## src/rtl/gdrv_pkg.sv

```systemverilog
package gdrv_pkg;
  typedef enum logic [2:0] {
    ST_RESET   = 3'd0,
    ST_PWRUP   = 3'd1,
    ST_STBY    = 3'd2,
    ST_OPER    = 3'd3,
    ST_SLPWAIT = 3'd4,
    ST_SLEEP   = 3'd5
  } gdrv_state_e;
endpackage

```

## src/rtl/gdrv_cfg_reg.sv

```systemverilog
// Decodes the sleep request and holds the 2-bit sleep-delay selection.
module gdrv_cfg_reg #(
  parameter int ADDR_W   = 4,
  parameter int DATA_W   = 11,
  parameter int SLP_ADDR = 9,
  parameter int SLP_BIT  = 2,
  parameter int DLY_ADDR = 11,
  parameter int DLY_LSB  = 3
) (
  input  logic              clk,
  input  logic              rst_n,
  input  logic              clr_i,
  input  logic              wr_en_i,
  input  logic [ADDR_W-1:0] wr_addr_i,
  input  logic [DATA_W-1:0] wr_data_i,
  output logic              slp_req_o,
  output logic [1:0]        dly_sel_o
);
  localparam logic [ADDR_W-1:0] SLP_A = ADDR_W'(SLP_ADDR);
  localparam logic [ADDR_W-1:0] DLY_A = ADDR_W'(DLY_ADDR);

  logic [1:0] dly_q, dly_nx;
  logic       dly_ce;

  assign slp_req_o = wr_en_i && (wr_addr_i == SLP_A) && wr_data_i[SLP_BIT];

  always_comb begin
    dly_ce = 1'b0;
    dly_nx = dly_q;
    if (clr_i) begin
      dly_ce = 1'b1;
      dly_nx = 2'd0;
    end else if (wr_en_i && (wr_addr_i == DLY_A)) begin
      dly_ce = 1'b1;
      dly_nx = wr_data_i[DLY_LSB +: 2];
    end
  end

  always_ff @(posedge clk or negedge rst_n) begin
    if (!rst_n)      dly_q <= 2'd0;
    else if (dly_ce) dly_q <= dly_nx;
  end

  assign dly_sel_o = dly_q;
endmodule

```

## src/rtl/gdrv_sleep_timer.sv

```systemverilog
// Down-counter for the sleep-entry delay: loads sel*TICK_CYC, then counts to zero.
module gdrv_sleep_timer #(
  parameter int TICK_CYC = 100_000
) (
  input  logic       clk,
  input  logic       rst_n,
  input  logic       load_i,
  input  logic [1:0] sel_i,
  input  logic       run_i,
  output logic       done_o
);
  localparam int MAX_CYC = 3 * TICK_CYC;
  localparam int CW      = $clog2(MAX_CYC + 1);

  logic [CW-1:0] cnt_q, cnt_nx;
  logic          cnt_ce;

  always_comb begin
    cnt_ce = 1'b0;
    cnt_nx = cnt_q;
    if (load_i) begin
      cnt_ce = 1'b1;
      cnt_nx = CW'(sel_i) * CW'(TICK_CYC);
    end else if (run_i && (cnt_q != '0)) begin
      cnt_ce = 1'b1;
      cnt_nx = cnt_q - CW'(1);
    end
  end

  always_ff @(posedge clk or negedge rst_n) begin
    if (!rst_n)      cnt_q <= '0;
    else if (cnt_ce) cnt_q <= cnt_nx;
  end

  assign done_o = (cnt_q == '0);

  AST_DELAY_STEP: assert property (@(posedge clk) disable iff (!rst_n)
    (run_i && !load_i && !done_o) |=> (cnt_q == $past(cnt_q) - CW'(1)));
endmodule

```

## src/rtl/gdrv_settle_timer.sv

```systemverilog
// Counts cycles spent in operating and raises the charge-pump-ready flag.
module gdrv_settle_timer #(
  parameter int SETTLE_CYC = 100_000
) (
  input  logic clk,
  input  logic rst_n,
  input  logic run_i,
  input  logic live_i,
  output logic ready_o
);
  localparam int CW = $clog2(SETTLE_CYC + 1);
  localparam logic [CW-1:0] LIMIT = CW'(SETTLE_CYC);

  logic [CW-1:0] cnt_q, cnt_nx;
  logic          cnt_ce;

  always_comb begin
    cnt_ce = 1'b0;
    cnt_nx = cnt_q;
    if (!run_i) begin
      cnt_ce = (cnt_q != '0);
      cnt_nx = '0;
    end else if (cnt_q != LIMIT) begin
      cnt_ce = 1'b1;
      cnt_nx = cnt_q + CW'(1);
    end
  end

  always_ff @(posedge clk or negedge rst_n) begin
    if (!rst_n)      cnt_q <= '0;
    else if (cnt_ce) cnt_q <= cnt_nx;
  end

  assign ready_o = (cnt_q == LIMIT) && live_i;

  AST_READY_NEEDS_RUN: assert property (@(posedge clk) disable iff (!rst_n)
    $rose(ready_o) |-> $past(run_i));
endmodule

```

## src/rtl/gdrv_mode_fsm.sv

```systemverilog
// Power-mode state machine with output decode and sleep-entry strobe.
module gdrv_mode_fsm
  import gdrv_pkg::*;
(
  input  logic        clk,
  input  logic        rst_n,
  input  logic        logic_ok_i,
  input  logic        uv2_ok_i,
  input  logic        en_gate_i,
  input  logic        fault_i,
  input  logic        wake_i,
  input  logic        slp_req_i,
  input  logic        dly_done_i,
  output gdrv_state_e state_o,
  output logic        slp_load_o,
  output logic        slp_enter_o,
  output logic        fault_n_o,
  output logic        gate_en_o,
  output logic        amp_en_o,
  output logic        vreg_en_o,
  output logic        pulldown_en_o,
  output logic        reg_clr_o
);
  gdrv_state_e state_q, state_nx;
  logic        en_prev_q;
  logic        clr_q;
  logic        en_rise;
  logic        oper_live;

  assign en_rise = en_gate_i && !en_prev_q;

  always_comb begin
    state_nx = state_q;
    if (!logic_ok_i) begin
      state_nx = ST_RESET;
    end else begin
      unique case (state_q)
        ST_RESET:   state_nx = ST_PWRUP;
        ST_PWRUP:   if (uv2_ok_i) state_nx = ST_STBY;
        ST_STBY: begin
          if (!uv2_ok_i)                    state_nx = ST_PWRUP;
          else if (slp_req_i && !en_gate_i) state_nx = ST_SLPWAIT;
          else if (en_rise && !fault_i)     state_nx = ST_OPER;
        end
        ST_OPER: begin
          if (!uv2_ok_i)                 state_nx = ST_PWRUP;
          else if (fault_i || !en_gate_i) state_nx = ST_STBY;
        end
        ST_SLPWAIT: begin
          if (!uv2_ok_i)       state_nx = ST_PWRUP;
          else if (dly_done_i) state_nx = ST_SLEEP;
        end
        ST_SLEEP:   if (wake_i && uv2_ok_i) state_nx = ST_PWRUP;
        default:    state_nx = ST_RESET;
      endcase
    end
  end

  assign slp_load_o  = (state_q == ST_STBY) && (state_nx == ST_SLPWAIT);
  assign slp_enter_o = (state_q == ST_SLPWAIT) && (state_nx == ST_SLEEP);

  always_ff @(posedge clk or negedge rst_n) begin
    if (!rst_n) begin
      state_q   <= ST_RESET;
      en_prev_q <= 1'b0;
      clr_q     <= 1'b0;
    end else begin
      state_q   <= state_nx;
      en_prev_q <= en_gate_i;
      clr_q     <= slp_enter_o;
    end
  end

  assign oper_live     = logic_ok_i && (state_q == ST_OPER) && en_gate_i && !fault_i;
  assign gate_en_o     = oper_live;
  assign amp_en_o      = oper_live;
  assign fault_n_o     = !(logic_ok_i && (state_q == ST_PWRUP));
  assign vreg_en_o     = logic_ok_i && (state_q inside {ST_PWRUP, ST_STBY, ST_OPER, ST_SLPWAIT});
  assign pulldown_en_o = logic_ok_i && (state_q != ST_RESET) && !oper_live;
  assign reg_clr_o     = logic_ok_i && clr_q;
  assign state_o       = state_q;

  AST_OPER_EXIT: assert property (@(posedge clk) disable iff (!rst_n)
    (state_q == ST_OPER && logic_ok_i && uv2_ok_i && (fault_i || !en_gate_i))
      |=> (state_q == ST_STBY));
  AST_SLEEP_FROM_STBY: assert property (@(posedge clk) disable iff (!rst_n)
    (state_q == ST_SLPWAIT && $past(state_q) != ST_SLPWAIT)
      |-> ($past(state_q) == ST_STBY && !$past(en_gate_i)));
  AST_CLR_ON_SLEEP: assert property (@(posedge clk) disable iff (!rst_n)
    (state_q == ST_SLEEP && $past(state_q) != ST_SLEEP && logic_ok_i) |-> reg_clr_o);
  AST_WAKE_PATH: assert property (@(posedge clk) disable iff (!rst_n)
    ($past(state_q) == ST_SLEEP && state_q != ST_SLEEP)
      |-> (state_q == ST_PWRUP || state_q == ST_RESET));
endmodule

```

## src/rtl/gdrv_mode_seq.sv

```systemverilog
// Top level: reset synchronizer, mode FSM, configuration field and both timers.
module gdrv_mode_seq
  import gdrv_pkg::*;
#(
  parameter int CLK_HZ   = 100_000_000,
  parameter int TICK_CYC = 100_000,
  parameter int ADDR_W   = 4,
  parameter int DATA_W   = 11,
  parameter int SLP_ADDR = 9,
  parameter int DLY_ADDR = 11
) (
  input  logic              clk,
  input  logic              rst_n,
  input  logic              logic_ok_i,
  input  logic              uv2_ok_i,
  input  logic              en_gate_i,
  input  logic              wake_i,
  input  logic              fault_i,
  input  logic              wr_en_i,
  input  logic [ADDR_W-1:0] wr_addr_i,
  input  logic [DATA_W-1:0] wr_data_i,
  output logic              fault_n_o,
  output logic              gate_en_o,
  output logic              amp_en_o,
  output logic              vreg_en_o,
  output logic              pulldown_en_o,
  output logic              cp_ready_o,
  output logic              reg_clr_o
);
  localparam int SETTLE_RAW = CLK_HZ / 1000;
  localparam int SETTLE_CYC = (SETTLE_RAW < 1) ? 1 : SETTLE_RAW;

  logic [1:0]  rst_sync_q;
  logic        rst_n_int;
  gdrv_state_e state;
  logic        slp_req, slp_load, slp_enter, dly_done;
  logic [1:0]  dly_sel;
  logic        gate_live;

  always_ff @(posedge clk or negedge rst_n) begin
    if (!rst_n) rst_sync_q <= 2'b00;
    else        rst_sync_q <= {rst_sync_q[0], 1'b1};
  end
  assign rst_n_int = rst_sync_q[1];

  gdrv_cfg_reg #(
    .ADDR_W(ADDR_W), .DATA_W(DATA_W), .SLP_ADDR(SLP_ADDR), .SLP_BIT(2),
    .DLY_ADDR(DLY_ADDR), .DLY_LSB(3)
  ) u_cfg (
    .clk(clk), .rst_n(rst_n_int),
    .clr_i(slp_enter || (state == ST_RESET)),
    .wr_en_i(wr_en_i), .wr_addr_i(wr_addr_i), .wr_data_i(wr_data_i),
    .slp_req_o(slp_req), .dly_sel_o(dly_sel)
  );

  gdrv_mode_fsm u_fsm (
    .clk(clk), .rst_n(rst_n_int),
    .logic_ok_i(logic_ok_i), .uv2_ok_i(uv2_ok_i), .en_gate_i(en_gate_i),
    .fault_i(fault_i), .wake_i(wake_i), .slp_req_i(slp_req), .dly_done_i(dly_done),
    .state_o(state), .slp_load_o(slp_load), .slp_enter_o(slp_enter),
    .fault_n_o(fault_n_o), .gate_en_o(gate_live), .amp_en_o(amp_en_o),
    .vreg_en_o(vreg_en_o), .pulldown_en_o(pulldown_en_o), .reg_clr_o(reg_clr_o)
  );

  gdrv_sleep_timer #(.TICK_CYC(TICK_CYC)) u_slp (
    .clk(clk), .rst_n(rst_n_int), .load_i(slp_load), .sel_i(dly_sel),
    .run_i(state == ST_SLPWAIT), .done_o(dly_done)
  );

  gdrv_settle_timer #(.SETTLE_CYC(SETTLE_CYC)) u_settle (
    .clk(clk), .rst_n(rst_n_int), .run_i(state == ST_OPER),
    .live_i(gate_live), .ready_o(cp_ready_o)
  );

  assign gate_en_o = gate_live;

  AST_RESET_QUIET: assert property (@(posedge clk) disable iff (!rst_n_int)
    !logic_ok_i |-> (!gate_en_o && !vreg_en_o && !pulldown_en_o && fault_n_o));
endmodule

```

## config.mk

```make
export PLATFORM = sky130hd
export DESIGN_NAME = gdrv_mode_seq
export DESIGN_NICKNAME = d
export VERILOG_FILES = /design/src/rtl/gdrv_pkg.sv /design/src/rtl/gdrv_cfg_reg.sv /design/src/rtl/gdrv_sleep_timer.sv /design/src/rtl/gdrv_settle_timer.sv /design/src/rtl/gdrv_mode_fsm.sv /design/src/rtl/gdrv_mode_seq.sv
export SDC_FILE = /design/constraint.sdc
export NUM_CORES = 1
export LEC_CHECK = 0
export ABC_CLOCK_PERIOD_IN_PS = 2500
export BUFFER_PORTS_ARGS = -buffer_cell sky130_fd_sc_hd__buf_2
export CORE_ASPECT_RATIO = 0.75
export CORE_MARGIN = 2
export CORE_UTILIZATION = 45
export CTS_BUF_LIST = sky130_fd_sc_hd__clkbuf_4
export CTS_CLUSTER_SIZE = 16
export DETAILED_ROUTE_END_ITERATION = 8
export PLACE_DENSITY_LB_ADDON = 0.25
export SLEW_MARGIN = 0
export SYNTH_ARGS = -nofsm -noshare
export SYNTH_HDL_FRONTEND = slang
export SYNTH_SLANG_ARGS = --single-unit
export TNS_END_PERCENT = 1
```

## constraint.sdc

```tcl
create_clock -name clk -period 2.5 [get_ports clk]
set_input_delay 0.5 -clock clk [delete_from_list [all_inputs] [get_ports clk]]
set_output_delay 0.5 -clock clk [all_outputs]
set_load 0.005 [all_outputs]
```

==> summary.txt <==
Timing
  – Slew @ Worst Pin: 0.922 ns
  – Worst Hold Slack: 0.260 ns
  – Setup_tns: 0 ns
  – Tcrit/Tclk final: 94.5%
  – Setup Viol. Count Final: 0
  – Max-slew headroom: 38.5%
  – Pins over their slew limit: 0
  – Clock Skews: 0.0124 ns
  – Min cycle time layout: 2.36 ns
  – Hold Vio Cnt, Final: 0
  – F_max: 0.423 GHz

Critical path
  – Worst Path Required: 2.00 ns
  – Buf/Inv on CP: 2
  – Slowest-stage cell, CP: dfrtp_2
  – Critical Path AT: 1.86 ns
  – Cells on worst reg2reg path: 5
  – Critical setup path kind: reg -> out
  – Critical Path Stages: 7
  – CP max FO: 6
  – Family with the most delay on the worst path: simple AND/OR/NAND/NOR gates
  – Worst path cell trace: inv_1, ha_1, nor4b_4, nand3_2, nor3_2, and2_1, buf_2
  – CP max stage delay: 0.46 ns
  – CP endpoint kind: output pin
  – Crit start category: flop

Die
  – Rows: 23
  – Die height: 69.5 µm
  – Die area: 6350 µm²
  – Die width: 91.3 µm
  – Core ar.: 5440 µm²
  – Initial core utilization: 47.3%
  – I/O pins: 30

Place
  – Final HPWL DP: 3910 µm
  – Placed cell area: 2750 µm²
  – Final RePlAce weighted congestion: 0.822
  – Port bufs: 21
  – Placed cells: 367

Power and ir drop
  – P_int: 1080 µW
  – Clk network pwr share: 30.7%
  – Comb power frac: 15.9%
  – Pwr dens: 515 nW/µm²
  – Switch share: 27.2%
  – Sequential Power Share: 53.4%
  – P_leak: 0.00123 µW
  – VDD IR max: 0.382 mV
  – Net Switching: 403 µW

Global routing
  – Antenna violations before repair: 0
  – Pin count of the biggest net entering global routing: 44
  – Grt total ovfl: 0
  – GRT Util Overall: 18.1%
  – First-pass GRT wire length: 9160 µm
  – Vias in the first global route: 1,859

Logic synthesis
  – Top-area cell type share of the netlist area: 43.7%
  – Synth Area per Inst: 9.30 µm²
  – Post-Syn Area: 2570 µm²
  – Sequential element share of the synthesized area: 43.7%
  – Ys async rst share: 100%
  – Seq cells post-synth: 45
  – Mapped Cells: 277
  – Yosys cell types: 56
  – Main synth FF type: dfrtp_1
  – Number of synthesis warnings: 0
  – Post-synth EDFFs: 0
  – Area contributors post-synth: dfrtp_1 (44%), xor2_1 (6.1%), nor2_1 (5.5%), nand3_1 (3.5%), nor3_1 (3.1%)
  – Post-Synthesis Net Count: 305
  – Area leader, netlist: dfrtp_1

Status
  – Status: finished, final reports clean

Clocking
  – Num CTS Buffers: 5
  – CTS tree: built
  – Clock root buffer: clkbuf_4
  – Worst-Skew Late Latency: 0.36 ns
  – # clock sinks: 45
  – Reg clk slew, reported paths: 0.13 ns
  – Max H-tree Level: 2
  – Clock buffer depth: 2

Finish
  – Final non-filler cell total: 377
  – Area Overhead vs Synth: 11.7%
  – Fillcell total: 505
  – Core Util, Final: 52.9%
  – Fin area: 2880 µm²
  – Antenna Diode Count: 0
  – Layout cells sized above 1: 16.6%
  – Number of nets in the layout: 329

Route
  – Post-Route WL: 5370 µm
  – Drt drc: 0
  – Post-route ant nets: 0
  – Vias/cell: 5.57
  – Initial DRT Pass Iterations: 4
  – DRT iter0 DRCs: 170
  – Routed via count: 2,101
  – DR WL/cell: 14.2 µm

Flow run
  – Max cap viols: 0

Min path
  – Hold Path Class: in -> reg
  – Hold Path Depth: 1
==> synthesized netlist by cell type (2+ instances only) <==
library cell / n
o21ai_1: 5
nand3_1: 18
or4_1: 2
mux2i_1: 5
o211a_1: 2
clkbuf_1: 3
buf_2: 5
inv_1: 9
nor2b_1: 4
a211oi_1: 2
nor4_1: 2
a31oi_1: 2
o21ai_0: 2
xor2_1: 18
and4b_1: 2
and3_1: 5
nor3_1: 16
nand2_1: 19
or3_1: 2
a21oi_1: 13
nand4_1: 8
o211ai_1: 4
and2_1: 2
or4_4: 2
dfrtp_1: 45
o2111ai_1: 2
nor2_1: 38
ha_1: 5
xnor2_1: 7
o21a_1: 2
==> worst paths after layout <==
path                                    from  slack (ns)                 to
max                        u_settle.cnt_q[1]        0.14         cp_ready_o
min                                en_gate_i        0.26    u_fsm.en_prev_q
max reg2reg                 u_fsm.state_o[1]        0.33    u_slp.cnt_q[17]
min reg2reg                    rst_sync_q[0]        0.37      rst_sync_q[1]
max in group asynchronous      rst_sync_q[1]        1.46  u_settle.cnt_q[0]
min in group asynchronous      rst_sync_q[1]        0.42    u_fsm.en_prev_q
==> area by class of cell <==
type	instances	area [µm²]	share of cell area [%]
flip-flops and latches	45	1130	39.3
inverters	9	33.8	1.17
repair buffers	27	153	5.31
well taps	75	93.8	3.26
clock buffers	6	45.0	1.57
clock inverters	2	33.8	1.17
multi-input cells	213	1390	48.2
==> per-stage QoR <==
| step | setup WS [ns] | power [µW] |
|---|---|---|
| after global placement | 0.342 | 1000 |
| after floorplan | 0.655 | 925 |
| final | 0.137 | 1480 |
| after CTS | 0.0549 | 1460 |
| after detailed placement | 0.301 | 1010 |
| after global routing | -0.0154 | 1550 |
==> state kept, by name, indices dropped and copies added (netlist names) <==
register and cells:
rst_sync_q 2, u_slp.cnt_q 19, u_settle.cnt_q 17, u_fsm.clr_q 1, u_cfg.dly_sel_o 2, u_fsm.en_prev_q 1, u_fsm.state_o 3
==> kinds of logic after synthesis <==
family,share of synthesized area (%)
compound gates,12.3
xor+xnor,8.50
fa+ha+maj,2.43
buf+inv,3.45
flops,43.7
mux,2.38
other cells,0.146
simple gates,27.0
==> power by group through the flow <==
stage / Combinational, µW / Clock (µW) / Sequential [µW]
after floorplan: 136 / 0 / 789
after global placement: 200 / 0 / 804
after detailed placement: 203 / 0 / 804
after CTS: 209 / 464 / 790
after global routing: 263 / 494 / 797
final: 236 / 454 / 790
==> routing by layer <==
metal | vias to the layer above | share of wire, % | GRT usage, %
li1 | 1051 | - | -
met1 | 1000 | 57 | 29.9
met2 | 42 | 37 | 22.5
met3 | 8 | 4.1 | 4.24
met4 | 0 | 1.3 | 5.89
met5 | - | 0 | 0
==> repair_timing <==
action / CTS / global route
pin swaps: 0 / 1
endpoints found under the hold margin: 2 / 0
setup endpoints to repair: 1 / 1
resized for setup: 1 / 6
setup buffers: 0 / 1
hold buffers: 1 / 0
==> placed cells by master (no fill, tap or decap), drive strengths merged, types with 3 or more instances in the layout <==
master	Yosys	routed
nor3	16	16
nand3	18	18
a21oi	14	14
clkbuf	3	6
nor2b	4	4
buf	7	26
and3	5	5
dfrtp	45	45
mux2i	5	5
xnor2	7	7
nand4	8	8
o211ai	4	4
nor2	38	38
or3	3	3
nand2	19	19
inv	9	9
or4	4	4
ha	5	5
nor4	4	4
o21ai	7	7
xor2	18	18
No activity file was read; power rests on OpenSTA's default activity.
